File: src/rtl/cfg_chain_seq_pkg.sv
package cfg_chain_seq_pkg;
  typedef enum logic [1:0] {
    ST_IDLE = 2'd0,
    ST_LOAD = 2'd1,
    ST_DONE = 2'd2
  } seq_state_t;
endpackage

File: src/rtl/cfgseq_rst_sync.sv
module cfgseq_rst_sync (
  input  logic clk,
  input  logic rst_n,
  output logic srst_n
);
  logic stage_q;

  always_ff @(posedge clk or negedge rst_n) begin
    if (!rst_n) begin
      stage_q <= 1'b0;
      srst_n  <= 1'b0;
    end else begin
      stage_q <= 1'b1;
      srst_n  <= stage_q;
    end
  end
endmodule

File: src/rtl/cfgseq_fsm.sv
module cfgseq_fsm
  import cfg_chain_seq_pkg::*;
#(
  parameter int NUM_Q       = 4,
  parameter int LOAD_CYCLES = 8
) (
  input  logic                         clk,
  input  logic                         srst_n,
  input  logic                         chain_in_n,
  output logic                         wr_en,
  output logic [$clog2(NUM_Q+1)-1:0]   wr_sel,
  output logic                         done
);
  localparam int EFF_CYCLES = (LOAD_CYCLES > NUM_Q) ? LOAD_CYCLES : NUM_Q + 1;
  localparam int CNT_W      = $clog2(EFF_CYCLES);
  localparam int SEL_W      = $clog2(NUM_Q + 1);
  localparam logic [CNT_W-1:0] LAST_STEP = CNT_W'(EFF_CYCLES - 1);
  localparam logic [CNT_W-1:0] TBL_STEPS = CNT_W'(NUM_Q);

  seq_state_t       st_q, st_d;
  logic [CNT_W-1:0] cnt_q, cnt_d;
  logic             cnt_en;

  // next-state logic
  always_comb begin
    st_d   = st_q;
    cnt_d  = cnt_q;
    cnt_en = 1'b0;
    unique case (st_q)
      ST_IDLE: begin
        if (!chain_in_n) begin
          st_d   = ST_LOAD;
          cnt_d  = '0;
          cnt_en = 1'b1;
        end
      end
      ST_LOAD: begin
        if (cnt_q == LAST_STEP) begin
          st_d = ST_DONE;
        end else begin
          cnt_d  = cnt_q + 1'b1;
          cnt_en = 1'b1;
        end
      end
      ST_DONE: st_d = ST_DONE;
      default: st_d = ST_IDLE;
    endcase
  end

  // state register
  always_ff @(posedge clk or negedge srst_n) begin
    if (!srst_n) st_q <= ST_IDLE;
    else         st_q <= st_d;
  end

  // step counter with explicit enable
  always_ff @(posedge clk or negedge srst_n) begin
    if (!srst_n)     cnt_q <= '0;
    else if (cnt_en) cnt_q <= cnt_d;
  end

  assign wr_en  = (st_q == ST_LOAD) && (cnt_q <= TBL_STEPS);
  assign wr_sel = cnt_q[SEL_W-1:0];
  assign done   = (st_q == ST_DONE);

  // idle holds while the chain enable is inactive
  a_r2_wait_for_enable: assert property (@(posedge clk) disable iff (!srst_n)
    (st_q == ST_IDLE && chain_in_n) |=> (st_q == ST_IDLE));

  // the step counter never passes the final step
  a_r3_step_bound: assert property (@(posedge clk) disable iff (!srst_n)
    (st_q == ST_LOAD) |-> (cnt_q <= LAST_STEP));

  // a started sequence never returns to idle
  a_r4_no_restart: assert property (@(posedge clk) disable iff (!srst_n)
    (st_q != ST_IDLE) |=> (st_q != ST_IDLE));

  // completion is sticky
  a_r4_done_sticky: assert property (@(posedge clk) disable iff (!srst_n)
    done |=> done);
endmodule

File: src/rtl/cfgseq_qtable.sv
module cfgseq_qtable #(
  parameter int NUM_Q     = 4,
  parameter int MEM_WORDS = 4096
) (
  input  logic                                      clk,
  input  logic                                      srst_n,
  input  logic                                      wr_en,
  input  logic [$clog2(NUM_Q+1)-1:0]                wr_sel,
  input  logic                                      valid,
  output logic [$clog2(NUM_Q+1)-1:0]                q_count_o,
  output logic [NUM_Q*$clog2(MEM_WORDS)-1:0]        q_base_o,
  output logic [NUM_Q*$clog2(MEM_WORDS+1)-1:0]      q_size_o
);
  localparam int SEL_W  = $clog2(NUM_Q + 1);
  localparam int ADDR_W = $clog2(MEM_WORDS);
  localparam int SIZE_W = $clog2(MEM_WORDS + 1);
  localparam int QSIZE  = MEM_WORDS / NUM_Q;

  logic [SEL_W-1:0] count_q;
  logic             count_ld;

  assign count_ld = wr_en && (wr_sel == SEL_W'(NUM_Q));

  always_ff @(posedge clk or negedge srst_n) begin
    if (!srst_n)       count_q <= '0;
    else if (count_ld) count_q <= SEL_W'(NUM_Q);
  end

  assign q_count_o = valid ? count_q : '0;

  for (genvar gi = 0; gi < NUM_Q; gi++) begin : g_q
    localparam logic [ADDR_W-1:0] BASE_V = ADDR_W'(gi * QSIZE);
    localparam logic [SIZE_W-1:0] SIZE_V = SIZE_W'(QSIZE);
    logic [ADDR_W-1:0] base_q;
    logic [SIZE_W-1:0] size_q;
    logic              ld;

    assign ld = wr_en && (wr_sel == SEL_W'(gi));

    always_ff @(posedge clk or negedge srst_n) begin
      if (!srst_n) begin
        base_q <= '0;
        size_q <= '0;
      end else if (ld) begin
        base_q <= BASE_V;
        size_q <= SIZE_V;
      end
    end

    assign q_base_o[gi*ADDR_W +: ADDR_W] = valid ? base_q : '0;
    assign q_size_o[gi*SIZE_W +: SIZE_W] = valid ? size_q : '0;
  end

  // writes only ever address a descriptor or the count register
  a_r6_write_in_range: assert property (@(posedge clk) disable iff (!srst_n)
    wr_en |-> (wr_sel <= SEL_W'(NUM_Q)));
endmodule

File: src/rtl/cfg_chain_seq.sv
module cfg_chain_seq #(
  parameter int NUM_Q       = 4,
  parameter int MEM_WORDS   = 4096,
  parameter int LOAD_CYCLES = 8
) (
  input  logic                                 clk,
  input  logic                                 rst_n,
  input  logic                                 chain_in_n,
  output logic                                 chain_out_n,
  output logic [$clog2(NUM_Q+1)-1:0]           q_count,
  output logic [NUM_Q*$clog2(MEM_WORDS)-1:0]   q_base,
  output logic [NUM_Q*$clog2(MEM_WORDS+1)-1:0] q_size
);
  localparam int SEL_W = $clog2(NUM_Q + 1);

  logic             srst_n;
  logic             wr_en;
  logic [SEL_W-1:0] wr_sel;
  logic             done;

  cfgseq_rst_sync u_rst (
    .clk    (clk),
    .rst_n  (rst_n),
    .srst_n (srst_n)
  );

  cfgseq_fsm #(
    .NUM_Q       (NUM_Q),
    .LOAD_CYCLES (LOAD_CYCLES)
  ) u_fsm (
    .clk        (clk),
    .srst_n     (srst_n),
    .chain_in_n (chain_in_n),
    .wr_en      (wr_en),
    .wr_sel     (wr_sel),
    .done       (done)
  );

  cfgseq_qtable #(
    .NUM_Q     (NUM_Q),
    .MEM_WORDS (MEM_WORDS)
  ) u_tbl (
    .clk       (clk),
    .srst_n    (srst_n),
    .wr_en     (wr_en),
    .wr_sel    (wr_sel),
    .valid     (done),
    .q_count_o (q_count),
    .q_base_o  (q_base),
    .q_size_o  (q_size)
  );

  assign chain_out_n = ~done;

  // the table is fully loaded by the time the chain output falls
  a_r5_count_at_finish: assert property (@(posedge clk) disable iff (!srst_n)
    $fell(chain_out_n) |-> (q_count == SEL_W'(NUM_Q)));

  // table reads zero while unconfigured
  a_r7_hidden_while_busy: assert property (@(posedge clk) disable iff (!srst_n)
    chain_out_n |-> (q_count == '0));
endmodule

File: config.mk
export PLATFORM = sky130hd
export DESIGN_NAME = cfg_chain_seq
export DESIGN_NICKNAME = d
export VERILOG_FILES = /design/src/rtl/cfg_chain_seq_pkg.sv /design/src/rtl/cfgseq_rst_sync.sv /design/src/rtl/cfgseq_fsm.sv /design/src/rtl/cfgseq_qtable.sv /design/src/rtl/cfg_chain_seq.sv
export SDC_FILE = /design/constraint.sdc
export NUM_CORES = 1
export LEC_CHECK = 0
export BUFFER_PORTS_ARGS = -buffer_cell sky130_fd_sc_hd__buf_2
export CAP_MARGIN = 25
export CORE_ASPECT_RATIO = 0.75
export CORE_UTILIZATION = 36
export CTS_BUF_LIST = sky130_fd_sc_hd__clkbuf_16
export CTS_CLUSTER_DIAMETER = 100
export DETAILED_ROUTE_END_ITERATION = 6
export PLACE_DENSITY_LB_ADDON = 0.1
export SYNTH_ARGS = -nofsm -noshare
export SYNTH_HDL_FRONTEND = slang
export SYNTH_SLANG_ARGS = --single-unit
File: constraint.sdc
create_clock -name clk -period 1.2 [get_ports clk]
set_clock_uncertainty 0.05 [all_clocks]
set_input_delay 0.24 -clock clk [delete_from_list [all_inputs] [get_ports clk]]
set_output_delay 0.24 -clock clk [all_outputs]
set_load 0.05 [all_outputs]
==> impl_metrics.tcl <==
set metrics [dict create \
    hold_viol 0 \
    synth.avg_cell_area_um2 8.94 \
    synth-simple-area-share 0.0355 \
    layout_setup_ws_ps -299 \
    total_power_mw 4.14 \
    num_io_pins 107 \
    startpoint "u_fsm.st_q[0]$_DFFE_PN0P_" \
    cts_tree "built" \
    worstPathArrival_ps 1210 \
    track_usage 0.0887 \
    violations "negative setup slack" \
    cts_made_buffers 3 \
    synth-seq-area-share 0.218 \
    r2r-start "u_fsm.wr_sel[1]$_DFFE_PN0P_" \
    cp_cell_sequence "inv_2 > ha_4 > and2_4 > buf_6" \
    drt-pass1-iter-count 2 \
    path_buf_inv 2 \
    r2r_cells 4 \
    power_leakage_nw 0.847 \
    cp-start-kind "flop" \
    ir_drop_v 0.00115 \
    synth_cell_types 21 \
    syn_inst 154 \
    synth_top_family_by_area "buffers and inverters" \
    worst-path-max-fanout 6 \
    syn_to_final_growth_pct 9.64 \
    finalSetupTns_ps -4700 \
    fmax_ghz 0.667 \
    synthAdderAreaFrac 0.0909 \
    synth_compound_area_frac 0.0727 \
    cp_top_family "flip-flops" \
    crit_slowest_cell "dfrtp_1" \
    antenna_found_initial 0 \
    row_count 19 \
    crit_end "q_size[49]" \
    gp_congestion 0.667 \
    worst-path-stages 4 \
    drive_gt1_frac 0.292 \
    setup_viol 20 \
    layout_commonest_cell "conb_1" \
    crit_type "reg2out" \
    grt_setup_unrepaired "yes" \
    port_buffers 12 \
    path_clk_slew_ps 40 \
    ant_nets 0 \
    synth-xor-area-share 0 \
    run_status "finished with violations" \
    vias_per_cell 3.15 \
    synthMuxAreaShare 0.0236 \
    synth_seq_cells 12 \
    period_needed_ps 1500 \
    powerDensity_nw_per_um2 2740 \
    clk-insertion-delay-late_ps 240 \
    netlist_area_um2 1380 \
    cts_sinks 12 \
    synth_top_cell_by_area "buf_4" \
    core_area_um2 3660 \
    slew_viol_final 0 \
    cpPeakStageDelay_ps 380 \
    drcViolationCount 0 \
    nets 199 \
    gr-total-overflow 0 \
    dieArea_um2 4080 \
    grt_pass1_vias 540 \
    grt_pass1_wl_mm 2.61 \
    final_cell_mix "95 x conb_1, 17 x buf_4, 12 x dfrtp_1, 7 x buf_8, 6 x ha_1" \
    synthTopCellsByArea "buf_4 53%, dfrtp_1 22%, ha_1 9.1%" \
    cts_max_level 1 \
    r2r_end "u_fsm.st_q[0]$_DFFE_PN0P_" \
    dp_slack_ps -274 \
    maxCapViolCount 0 \
    drt_iter0_drc 10 \
    post_drt_wl_per_cell_um 7.31 \
    min_path_type "reg2async" \
    routed_wl_mm 1.73 \
    antenna_cells 0 \
    crit_path_end_kind "primary output" \
    dpl.hpwl_mm 1.40 \
    synth_warnings 0 \
    root_buffer "clkbuf_16" \
    initial_core_util 0.376 \
    die_w_um 73.4 \
    rrSetupSlack_ps -250 \
    cp.required_ps 910 \
    clk_path_buf_depth 2 \
    timing.final.crit_share 1.25 \
    synth_top_area_frac 0.535 \
    grt_max_degree 11 \
    die_y_um 55.5 \
    vias 747 \
]
==> cell type report <==
type / count / area (µm²)
Sequential cell: 12 / 300
Multi-Input combinational cell: 130 / 729
Inverter: 7 / 26.3
Fill cell: 377 / 2150
Clock inverter: 1 / 3.75
Tap cell: 52 / 65.1
Clock buffer: 3 / 75.1
Timing Repair Buffer: 32 / 309
==> worst min-delay path by stage <==
| stage | from | end | depth (start not counted) | slack (ps) |
|---|---|---|---|---|
| 2_1_floorplan | rst_n | u_rst.srst_n$_DFF_PN0_ | 0 | -110 |
| 3_3_place_gp | rst_n | u_rst.stage_q$_DFF_PN0_ | 1 | -20 |
| 3_5_place_dp | rst_n | u_rst.srst_n$_DFF_PN0_ | 1 | -20 |
| 4_1_cts | u_rst.srst_n$_DFF_PN0_ | u_tbl.g_q[3].base_q[10]$_DFFE_PN0P_ | 0 | 150 |
| 5_1_grt | u_rst.srst_n$_DFF_PN0_ | u_tbl.g_q[3].base_q[10]$_DFFE_PN0P_ | 0 | 170 |
| 6_report | u_rst.srst_n$_DFF_PN0_ | u_fsm.st_q[0]$_DFFE_PN0P_ | 0 | 140 |
==> Yosys cell counts (all sizes together) <==
| master | count |
|---|---|
| a21o | 3 |
| a21oi | 1 |
| a22o | 2 |
| a22oi | 1 |
| a31o | 1 |
| and2 | 5 |
| buf | 98 |
| conb | 2 |
| dfrtp | 12 |
| ha | 10 |
| inv | 7 |
| mux2 | 2 |
| mux2i | 1 |
| nand2 | 1 |
| nand2b | 1 |
| nor2 | 2 |
| o211ai | 1 |
| o21ai | 2 |
| o2bb2ai | 2 |
==> report_power, final <==
group	switching (mW)	internal [mW]	leakage [nW]
registers	0.105	0.539	0.145
clock network	0.170	0.438	0.0385
logic	1.77	1.12	0.664
total	2.04	2.09	0.847
==> timing repair <==
action,in CTS,in global routing
pin swaps,5,0
setup endpoints to repair,20,20
gates resized for setup,39,0
endpoints found under the hold margin,2,0
buffers inserted,5,0
hold buffers,1,0
==> through the flow <==
stage	utilization	cell area, µm²	hold slack [ps]	std cells
detailed placement	0.341	1250	-20.4	227
global route	0.412	1510	172	237
finish	0.412	1510	140	237
global placement	0.341	1250	-23.3	227
CTS	0.412	1510	153	237
floorplan	-	1790	-106	247
==> cell families (layout without fill, tap and decap cells) <==
family,count (synthesis),count (layout)
buffers and inverters,105,43
flip-flops,12,12
multiplexers,3,3
AND/OR/NAND/NOR,9,9
other,2,95
adder cells (fa/ha/maj),10,10
AO/OA/AOI/OAI,13,13
==> flip-flops by register name, indices dropped and copies added, names as in the netlist <==
| register | cells |
|---|---|
| u_rst.srst_n | 1 |
| u_tbl.g_q.size_q | 2 |
| u_rst.stage_q | 1 |
| u_fsm.wr_sel | 3 |
| u_tbl.count_q | 1 |
| u_fsm.st_q | 2 |
| u_tbl.g_q.base_q | 2 |
==> routing by layer <==
| metal | share of wire | up-vias | track usage |
|---|---|---|---|
| met5 | 0 | - | 0 |
| met4 | 0.014 | 0 | 0.0412 |
| met3 | 0.078 | 4 | 0.0383 |
| met2 | 0.50 | 49 | 0.140 |
| met1 | 0.41 | 344 | 0.103 |
| li1 | - | 350 | - |
==> worst reg2reg max path, cell delays in order, from the launching register on <==
cell and delay [ps]:
dfrtp_1 380, ha_2 210, ha_4 180, o21ai_2 150, mux2_2 360
No activity file was read; power rests on OpenSTA's default activity.
